## src/rtl/fseq_pkg.sv

```systemverilog
package fseq_pkg;
  // effect of one control update on its thread
  typedef enum logic [1:0] {
    CK_NONE,   // nothing to do
    CK_STALL,  // unresolved return: park thread
    CK_SKIP,   // not-taken conditional: squash younger, no slot
    CK_DELAY   // arm delay slot, redirect afterwards
  } ctl_kind_e;
endpackage

```

## src/rtl/fseq_ctl_dec.sv

```systemverilog
module fseq_ctl_dec
  import fseq_pkg::*;
#(
  parameter int ADDR_W     = 32,
  parameter int SEQ_W      = 16,
  parameter int INST_BYTES = 4
) (
  input  logic              valid_i,
  input  logic              is_ctrl_i,
  input  logic              is_ret_i,
  input  logic              is_cond_i,
  input  logic              taken_i,
  input  logic [ADDR_W-1:0] pc_i,
  input  logic [ADDR_W-1:0] target_i,
  input  logic [SEQ_W-1:0]  seq_i,
  output ctl_kind_e         kind_o,
  output logic [ADDR_W-1:0] tgt_o,
  output logic              csq_o,
  output logic [SEQ_W-1:0]  csq_seq_o
);
  localparam logic [ADDR_W-1:0] STEP2 = ADDR_W'(2 * INST_BYTES);

  always_comb begin
    kind_o    = CK_NONE;
    tgt_o     = target_i;
    csq_o     = 1'b0;
    csq_seq_o = seq_i;
    if (valid_i && is_ctrl_i) begin
      if (is_ret_i && !taken_i) begin
        kind_o = CK_STALL;
      end else if (is_cond_i && !taken_i) begin
        kind_o = CK_SKIP;
        csq_o  = 1'b1;
      end else if (!taken_i) begin
        kind_o = CK_DELAY;
        tgt_o  = pc_i + STEP2;
      end else begin
        kind_o    = CK_DELAY;
        csq_o     = 1'b1;
        csq_seq_o = seq_i + SEQ_W'(1);  // keep the slot instruction
      end
    end
  end
endmodule

```

## src/rtl/fseq_sq_arb.sv

```systemverilog
module fseq_sq_arb #(
  parameter int N_SQ   = 2,
  parameter int TID_W  = 1,
  parameter int SEQ_W  = 16,
  parameter int ADDR_W = 32,
  parameter int THREAD = 0
) (
  input  logic [N_SQ-1:0]        sq_valid_i,
  input  logic [N_SQ*TID_W-1:0]  sq_tid_i,
  input  logic [N_SQ*SEQ_W-1:0]  sq_seq_i,
  input  logic [N_SQ*ADDR_W-1:0] sq_pc_i,
  output logic                   acc_o,
  output logic [ADDR_W-1:0]      pc_o
);
  logic [SEQ_W-1:0] best_seq;

  // oldest lane wins; strict compare keeps the lowest lane on ties
  always_comb begin
    acc_o    = 1'b0;
    pc_o     = '0;
    best_seq = '0;
    for (int l = 0; l < N_SQ; l++) begin
      if (sq_valid_i[l] && sq_tid_i[l*TID_W +: TID_W] == TID_W'(THREAD) &&
          (!acc_o || sq_seq_i[l*SEQ_W +: SEQ_W] < best_seq)) begin
        acc_o    = 1'b1;
        best_seq = sq_seq_i[l*SEQ_W +: SEQ_W];
        pc_o     = sq_pc_i[l*ADDR_W +: ADDR_W];
      end
    end
  end
endmodule

```

## src/rtl/fseq_thread.sv

```systemverilog
module fseq_thread #(
  parameter int ADDR_W     = 32,
  parameter int SEQ_W      = 16,
  parameter int STAGE_W    = 3,
  parameter int CNT_W      = 2,
  parameter int INST_BYTES = 4
) (
  input  logic               clk_i,
  input  logic               rst_ni,
  input  logic               gnt_i,
  input  logic               ds_set_i,
  input  logic [ADDR_W-1:0]  ds_tgt_i,
  input  logic               blk_set_i,
  input  logic [STAGE_W-1:0] blk_stage_i,
  input  logic               sq_acc_i,
  input  logic [ADDR_W-1:0]  sq_pc_i,
  input  logic               act_i,
  input  logic [ADDR_W-1:0]  act_pc_i,
  input  logic               deact_i,
  output logic               valid_o,
  output logic [ADDR_W-1:0]  pc_o,
  output logic [SEQ_W-1:0]   seq_o,
  output logic               unblk_o,
  output logic [STAGE_W-1:0] unblk_stage_o
);
  localparam logic [ADDR_W-1:0] STEP1 = ADDR_W'(INST_BYTES);
  localparam logic [ADDR_W-1:0] STEP2 = ADDR_W'(2 * INST_BYTES);
  localparam logic [ADDR_W-1:0] STEP3 = ADDR_W'(3 * INST_BYTES);

  logic [ADDR_W-1:0]  pc_q, npc_q, nnpc_q, tgt_q;
  logic [ADDR_W-1:0]  pc_d, npc_d, nnpc_d, tgt_d;
  logic [CNT_W-1:0]   cnt_q, cnt_d;
  logic               rdy_q, rdy_d, valid_q, valid_d;
  logic [STAGE_W-1:0] bstg_q, bstg_d;
  logic [SEQ_W-1:0]   seq_q, seq_d;
  logic               redir;

  assign redir         = rdy_q && (cnt_q == '0);
  assign pc_o          = redir ? tgt_q : pc_q;
  assign valid_o       = valid_q;
  assign seq_o         = seq_q;
  assign unblk_o       = sq_acc_i && !valid_q;
  assign unblk_stage_o = bstg_q;

  always_comb begin
    pc_d    = pc_q;
    npc_d   = npc_q;
    nnpc_d  = nnpc_q;
    tgt_d   = tgt_q;
    cnt_d   = cnt_q;
    rdy_d   = rdy_q;
    valid_d = valid_q;
    bstg_d  = bstg_q;
    seq_d   = seq_q;
    if (gnt_i) begin
      seq_d = seq_q + SEQ_W'(1);
      if (redir) begin
        pc_d   = tgt_q + STEP1;
        npc_d  = tgt_q + STEP2;
        nnpc_d = tgt_q + STEP3;
        rdy_d  = 1'b0;
      end else begin
        pc_d   = npc_q;
        npc_d  = nnpc_q;
        nnpc_d = nnpc_q + STEP1;
      end
      if (cnt_q != '0) begin
        cnt_d = cnt_q - CNT_W'(1);
        if (cnt_q == CNT_W'(1)) rdy_d = 1'b1;
      end
    end
    // control update applies after the grant of the same cycle
    if (ds_set_i) begin
      cnt_d = cnt_d + CNT_W'(1);
      rdy_d = 1'b0;
      tgt_d = ds_tgt_i;
    end
    if (blk_set_i) begin
      valid_d = 1'b0;
      bstg_d  = blk_stage_i;
    end
    if (sq_acc_i) begin
      pc_d    = sq_pc_i;
      npc_d   = sq_pc_i + STEP1;
      nnpc_d  = sq_pc_i + STEP2;
      cnt_d   = '0;
      rdy_d   = 1'b0;
      valid_d = 1'b1;
    end
    if (act_i) begin
      pc_d    = act_pc_i;
      npc_d   = act_pc_i + STEP1;
      nnpc_d  = act_pc_i + STEP2;
      cnt_d   = '0;
      rdy_d   = 1'b0;
      valid_d = 1'b1;
    end
    if (deact_i) begin
      cnt_d   = '0;
      rdy_d   = 1'b0;
      valid_d = 1'b0;
      bstg_d  = '0;
    end
  end

  always_ff @(posedge clk_i or negedge rst_ni) begin
    if (!rst_ni) begin
      pc_q    <= '0;
      npc_q   <= '0;
      nnpc_q  <= '0;
      tgt_q   <= '0;
      cnt_q   <= '0;
      rdy_q   <= 1'b0;
      valid_q <= 1'b0;
      bstg_q  <= '0;
      seq_q   <= '0;
    end else begin
      pc_q    <= pc_d;
      npc_q   <= npc_d;
      nnpc_q  <= nnpc_d;
      tgt_q   <= tgt_d;
      cnt_q   <= cnt_d;
      rdy_q   <= rdy_d;
      valid_q <= valid_d;
      bstg_q  <= bstg_d;
      seq_q   <= seq_d;
    end
  end
endmodule

```

## src/rtl/fetch_seq.sv

```systemverilog
module fetch_seq
  import fseq_pkg::*;
#(
  parameter int N_THREADS  = 2,
  parameter int N_SQ       = 2,
  parameter int ADDR_W     = 32,
  parameter int SEQ_W      = 16,
  parameter int STAGE_W    = 3,
  parameter int CNT_W      = 2,
  parameter int INST_BYTES = 4,
  localparam int TID_W     = (N_THREADS > 1) ? $clog2(N_THREADS) : 1
) (
  input  logic                        clk_i,
  input  logic                        rst_ni,
  input  logic                        fetch_req_i,
  input  logic [TID_W-1:0]            fetch_tid_i,
  output logic                        fetch_gnt_o,
  output logic [ADDR_W-1:0]           fetch_pc_o,
  output logic [SEQ_W-1:0]            fetch_seq_o,
  input  logic                        ctl_valid_i,
  input  logic [TID_W-1:0]            ctl_tid_i,
  input  logic                        ctl_is_ctrl_i,
  input  logic                        ctl_is_ret_i,
  input  logic                        ctl_is_cond_ds_i,
  input  logic                        ctl_pred_taken_i,
  input  logic [ADDR_W-1:0]           ctl_pc_i,
  input  logic [ADDR_W-1:0]           ctl_target_i,
  input  logic [SEQ_W-1:0]            ctl_seq_i,
  input  logic [STAGE_W-1:0]          ctl_stage_i,
  output logic                        blk_valid_o,
  output logic [TID_W-1:0]            blk_tid_o,
  output logic [STAGE_W-1:0]          blk_stage_o,
  output logic                        csq_valid_o,
  output logic [TID_W-1:0]            csq_tid_o,
  output logic [SEQ_W-1:0]            csq_seq_o,
  input  logic [N_SQ-1:0]             sq_valid_i,
  input  logic [N_SQ*TID_W-1:0]       sq_tid_i,
  input  logic [N_SQ*SEQ_W-1:0]       sq_seq_i,
  input  logic [N_SQ*ADDR_W-1:0]      sq_pc_i,
  output logic [N_THREADS-1:0]        unblk_o,
  output logic [N_THREADS*STAGE_W-1:0] unblk_stage_o,
  input  logic                        act_valid_i,
  input  logic [TID_W-1:0]            act_tid_i,
  input  logic [ADDR_W-1:0]           act_pc_i,
  input  logic                        deact_valid_i,
  input  logic [TID_W-1:0]            deact_tid_i
);
  ctl_kind_e         kind;
  logic [ADDR_W-1:0] ds_tgt;

  logic [N_THREADS-1:0] thr_valid;
  logic [ADDR_W-1:0]    thr_pc  [N_THREADS];
  logic [SEQ_W-1:0]     thr_seq [N_THREADS];

  fseq_ctl_dec #(
    .ADDR_W(ADDR_W), .SEQ_W(SEQ_W), .INST_BYTES(INST_BYTES)
  ) u_dec (
    .valid_i   (ctl_valid_i),
    .is_ctrl_i (ctl_is_ctrl_i),
    .is_ret_i  (ctl_is_ret_i),
    .is_cond_i (ctl_is_cond_ds_i),
    .taken_i   (ctl_pred_taken_i),
    .pc_i      (ctl_pc_i),
    .target_i  (ctl_target_i),
    .seq_i     (ctl_seq_i),
    .kind_o    (kind),
    .tgt_o     (ds_tgt),
    .csq_o     (csq_valid_o),
    .csq_seq_o (csq_seq_o)
  );

  assign csq_tid_o   = ctl_tid_i;
  assign blk_valid_o = (kind == CK_STALL);
  assign blk_tid_o   = ctl_tid_i;
  assign blk_stage_o = ctl_stage_i;

  assign fetch_gnt_o = fetch_req_i && thr_valid[fetch_tid_i];
  assign fetch_pc_o  = thr_pc[fetch_tid_i];
  assign fetch_seq_o = thr_seq[fetch_tid_i];

  for (genvar t = 0; t < N_THREADS; t++) begin : g_thr
    logic              sq_acc;
    logic [ADDR_W-1:0] sq_pc;

    fseq_sq_arb #(
      .N_SQ(N_SQ), .TID_W(TID_W), .SEQ_W(SEQ_W), .ADDR_W(ADDR_W), .THREAD(t)
    ) u_arb (
      .sq_valid_i (sq_valid_i),
      .sq_tid_i   (sq_tid_i),
      .sq_seq_i   (sq_seq_i),
      .sq_pc_i    (sq_pc_i),
      .acc_o      (sq_acc),
      .pc_o       (sq_pc)
    );

    fseq_thread #(
      .ADDR_W(ADDR_W), .SEQ_W(SEQ_W), .STAGE_W(STAGE_W),
      .CNT_W(CNT_W), .INST_BYTES(INST_BYTES)
    ) u_thr (
      .clk_i         (clk_i),
      .rst_ni        (rst_ni),
      .gnt_i         (fetch_gnt_o && fetch_tid_i == TID_W'(t)),
      .ds_set_i      (kind == CK_DELAY && ctl_tid_i == TID_W'(t)),
      .ds_tgt_i      (ds_tgt),
      .blk_set_i     (kind == CK_STALL && ctl_tid_i == TID_W'(t)),
      .blk_stage_i   (ctl_stage_i),
      .sq_acc_i      (sq_acc),
      .sq_pc_i       (sq_pc),
      .act_i         (act_valid_i && act_tid_i == TID_W'(t)),
      .act_pc_i      (act_pc_i),
      .deact_i       (deact_valid_i && deact_tid_i == TID_W'(t)),
      .valid_o       (thr_valid[t]),
      .pc_o          (thr_pc[t]),
      .seq_o         (thr_seq[t]),
      .unblk_o       (unblk_o[t]),
      .unblk_stage_o (unblk_stage_o[t*STAGE_W +: STAGE_W])
    );
  end
endmodule

```

## config.mk

```make
export PLATFORM = sky130hd
export DESIGN_NAME = fetch_seq
export DESIGN_NICKNAME = d
export VERILOG_FILES = /design/src/rtl/fseq_pkg.sv /design/src/rtl/fseq_ctl_dec.sv /design/src/rtl/fseq_sq_arb.sv /design/src/rtl/fseq_thread.sv /design/src/rtl/fetch_seq.sv
export SDC_FILE = /design/constraint.sdc
export NUM_CORES = 2
export LEC_CHECK = 0
export ABC_AREA = 1
export BUFFER_PORTS_ARGS = -buffer_cell sky130_fd_sc_hd__buf_2
export CORE_MARGIN = 10
export CORE_UTILIZATION = 50
export DETAILED_ROUTE_END_ITERATION = 8
export PLACE_DENSITY = 0.7
export SLEW_MARGIN = 30
export SYNTH_ARGS = -nofsm -noshare
export SYNTH_HDL_FRONTEND = slang
export SYNTH_SLANG_ARGS = --single-unit
```

## constraint.sdc

```tcl
create_clock -name clk_i -period 3.49 [get_ports clk_i]
set_input_delay 0.5235 -clock clk_i [delete_from_list [all_inputs] [get_ports clk_i]]
set_output_delay 0.5235 -clock clk_i [all_outputs]
set_load 0.03 [all_outputs]
```

==> metrics.md <==
| Metric | Value |
|---|---|
| Status | complete, but fails checks |
| Violated checks | DRC, setup timing |
| Top cells by count, synth | 1373 x nand2_1, 602 x nor2_1, 538 x inv_1 |
| Critical Path RT | slightly below 3 ns |
| RR Startpoint | g_thr[0].u_thr.tgt_q[17] |
| Detailed-placement wirelength estimate | 135 mm |
| Dpl cells | between 6000 and 7000 |
| Io pins | 309 |
| Filler instances | 5742 |
| Flops & latches, synth | roughly 300 |
| Clk slew on worst S/H paths | 0.06 ns |
| Comb pwr share | 0.404 |
| Fin util | 0.625 |
| CTS max path bufs | 3 |
| First-pass GRT wire length | between 200 and 250 mm |
| Placed cell areas | roughly 34000 sq um |
| Final hold vios | 0 |
| Vias | 39302 |
| Post-Place Setup Slack | -0.373 ns |
| LEAKAGE | approximately 17 nW |
| Async set or reset register ratio after synthesis | 1.00 |
| Non-filler instance count after layout | around 6200 |
| Initial Util | 0.503 |
| Multi-input logic area | 18600 sq um |
| Die width | around 260 um |
| R2r setup slk | 0.23 ns |
| Net Sw Power | between 7 and 8 mW |
| Hold endpoint | g_thr[1].u_thr.valid_o |
| Post-synthesis mux area share | 0.00316 |
| Critical path buffers and inverters | 2 |
| Total clock buffers created by CTS | 38 |
| Clk root buf | clkbuf_16 |
| RSZ-0062 raised after global routing | true |
| Core ar. | around 57000 sq um |
| Yosys top cell area share | 0.262 |
| Delay-heaviest family, CP | simple AND/OR/NAND/NOR gates |
| Fmax | around 0.28 GHz |
| Flop pwr share | 0.320 |
| GPL Wtd Cong | 1.15 |
| Initial antenna violation count | 16 |
| First-iteration detailed-routing DRC count | between 6000 and 7000 |
| CTS tree | done |
| Yosys top cell by area | dfrtp_1 |
| Crit path DAT | slightly above 3 ns |
| Top-count cell post-synth | nand2_1 |
| FF+latch area | about 7600 sq um |
| Detailed Route WL | approximately 170 mm |
| Worst Tran Pin Value | approximately 0.94 ns |
| Nets@finish | 5717 |
| Final TNS setup | -0.131 ns |
| Top cells by area, synth | dfrtp_1 26%, nand2_1 18%, o21ai_0 7.8% |
| 1st-pass router iterations | 9 |
| Final setup skew | between 0.03 and 0.04 ns |
| CP Class | reg2out |
| CP cell instances | nor2_1 -> nand2_4 -> inv_4 -> nand2_1 -> o211ai_1 -> o21ai_0 -> buf_2 |
| Hold depth | 2 |
| Final setup viols | 1 |
| Largest net degree at the start of global routing | 140 |
| Synthesized Nets | between 5000 and 6000 |
| H-tree depth | 2 |
| WHS | 0.118 ns |
| Syn avg cell area | 5.97 sq um |
| R2R depth | 11 |
| # DRC | 39 |
| Final period util | 1.04 |
| Critical path's slowest cell | o211ai_1 |
| # port buffers | between 300 and 400 |
| Area share of xor/xnor cells in the synthesized design | 0.0409 |
| Design Area, Final | between 30000 and 40000 sq um |
| DR vias/cell | between 6 and 7 |
| Mapped Area | roughly 29000 sq um |
| Top_reg_cell synth | dfrtp_1 |
| Clock power share | 0.276 |
| Overall power | around 16 mW |
| Yosys cell types | 61 |
| CP max stage delay | between 0.4 and 0.5 ns |
| Largest family of logic cells by synthesized area | simple AND/OR/NAND/NOR gates |
| Sequential area share after synthesis | 0.262 |
| WL per Instance | 27.1 um |
| Area delta synth->final | 24.3% |
| Max-cap violations | 0 |
| Share of cells above drive strength 1 | 0.179 |
| Synth Area in Simple Gates | 0.376 |
| Crit start category | flop |
| R2r endpoint | g_thr[0].u_thr.nnpc_q[22] |
| Crit Path Max Fanout | 17 |
| Vias in the first global route | about 36000 |
| Final setup margin | -0.131 ns |
| Final Max Tran Viols | 0 |
| Slew Limit Headroom | 0.367 |
| Die ar. | approximately 68000 sq um |
| Mapped Cells | about 4800 |
| GRT overflow | 0 |
| Synth Area in Compound Gates | 0.193 |
| Clock Sinks | about 300 |
| Clk_lat worst skew | just over 0.6 ns |
| Post-Synth Adder-Cell Area | 0.0217 |
| Hold Path Origin | deact_tid_i |
| CP Capture Type | output pin |
| Final antenna-violating net count | 0 |
| Yosys Warn Count | 0 |
| Die Ht | approximately 260 um |
| Tot GR Track Use | 0.478 |
| Peak VDD IR | ~0.47 mV |
| Int Power | 8.67 mW |
| Post-synth EDFFs | 0 |
| Switching share of power | 0.451 |
| PD cells | 439 nW/um^2 |
| Post-route minimum period | between 3 and 4 ns |
| # rows | 88 |
| Worst min path class | in2reg |
cells by family after synthesis:
kind of cell / count (synthesis)
compound gates: 977
xor+xnor: 135
fa+ha+maj: 50
buf+inv: 772
flops: 302
mux: 9
simple gates: 2598
worst register-to-register path, cell delays in order, from the launching register on:
cell     delay [ns]
dfrtp_1        0.63
nand2_1        0.26
nor3_1         0.39
nand2_1        0.30
nor2_1         0.32
nand2_1        0.13
a21oi_1        0.27
o31ai_1        0.11
o21ai_0        0.45
nand3_1        0.14
nand2_1        0.10
nand2_1        0.06
cell type report:
class,count,area share
multi-input cells,3769,0.517
flip-flops and latches,302,0.210
repair buffers,771,0.151
inverters,556,0.0583
clock buffers,50,0.0297
well taps,765,0.0266
clock inverters,19,0.00714
diodes,9,0.000627
worst max path at each step:
stage                                  from                        end  slack (ns)  depth (start not counted)
floorplan                     sq_valid_i[0]   g_thr[0].u_thr.npc_q[30]      -0.001                         28
global placement                sq_tid_i[0]  g_thr[0].u_thr.nnpc_q[13]       -0.32                         24
detailed placement              sq_tid_i[0]   g_thr[1].u_thr.npc_q[25]       -0.37                         26
CTS                 g_thr[0].u_thr.cnt_q[0]             fetch_pc_o[18]        0.13                          7
global route                    sq_tid_i[0]   g_thr[0].u_thr.npc_q[24]       -0.02                         27
finish              g_thr[0].u_thr.cnt_q[0]             fetch_pc_o[27]       -0.13                          7
metal layers:
layer,global-route usage,wire length [um],vias to the layer above
met3,0.173,25800,855
li1,-,-,17081
met5,0,88,-
met2,0.691,68600,3342
met4,0.339,15600,10
met1,0.581,59200,18014
layout by cell type (no fill, tap or decap), drive strengths merged, types with 15 or more instances in the layout:
cell type and instances:
o21ai 478, a31oi 21, a22oi 34, a21oi 244, xnor2 18, buf 770
o211ai 98, ha 50, nand4 62, nand2 1389, o221ai 22, or2 15
dfrtp 302, nor4 25, xor2 117, nor2 643, clkbuf 50, nand3 356
inv 552, nor3 91, clkinv 18
registers in the layout (all words and copies together), names as in the netlist:
name                       flops
g_thr.u_thr.npc_q             64
g_thr.u_thr.seq_o             32
g_thr.u_thr.unblk_stage_o      6
g_thr.u_thr.rdy_q              2
g_thr.u_thr.tgt_q             64
g_thr.u_thr.valid_o            2
g_thr.u_thr.cnt_q              4
g_thr.u_thr.nnpc_q            64
g_thr.u_thr.pc_q              64
power groups by stage:
| stage | Clock [mW] | Sequential (mW) | Combinational [mW] |
|---|---|---|---|
| floorplan | 0 | 4.68 | 3.32 |
| global placement | 0 | 5.02 | 5.87 |
| detailed placement | 0 | 5.02 | 5.92 |
| CTS | 4.29 | 4.98 | 5.96 |
| global route | 4.44 | 5.07 | 6.65 |
| finish | 4.35 | 5.05 | 6.37 |
what timing repair did:
item                                   CTS  global route
gates cloned                             0             0
hold buffers                             0             1
endpoints found under the hold margin    0             5
pin swaps                                0             2
gates resized for setup                  1            43
buffers inserted                         0             4
setup endpoints to repair                1            62
Note: power is estimated with default switching activity, not from simulation.
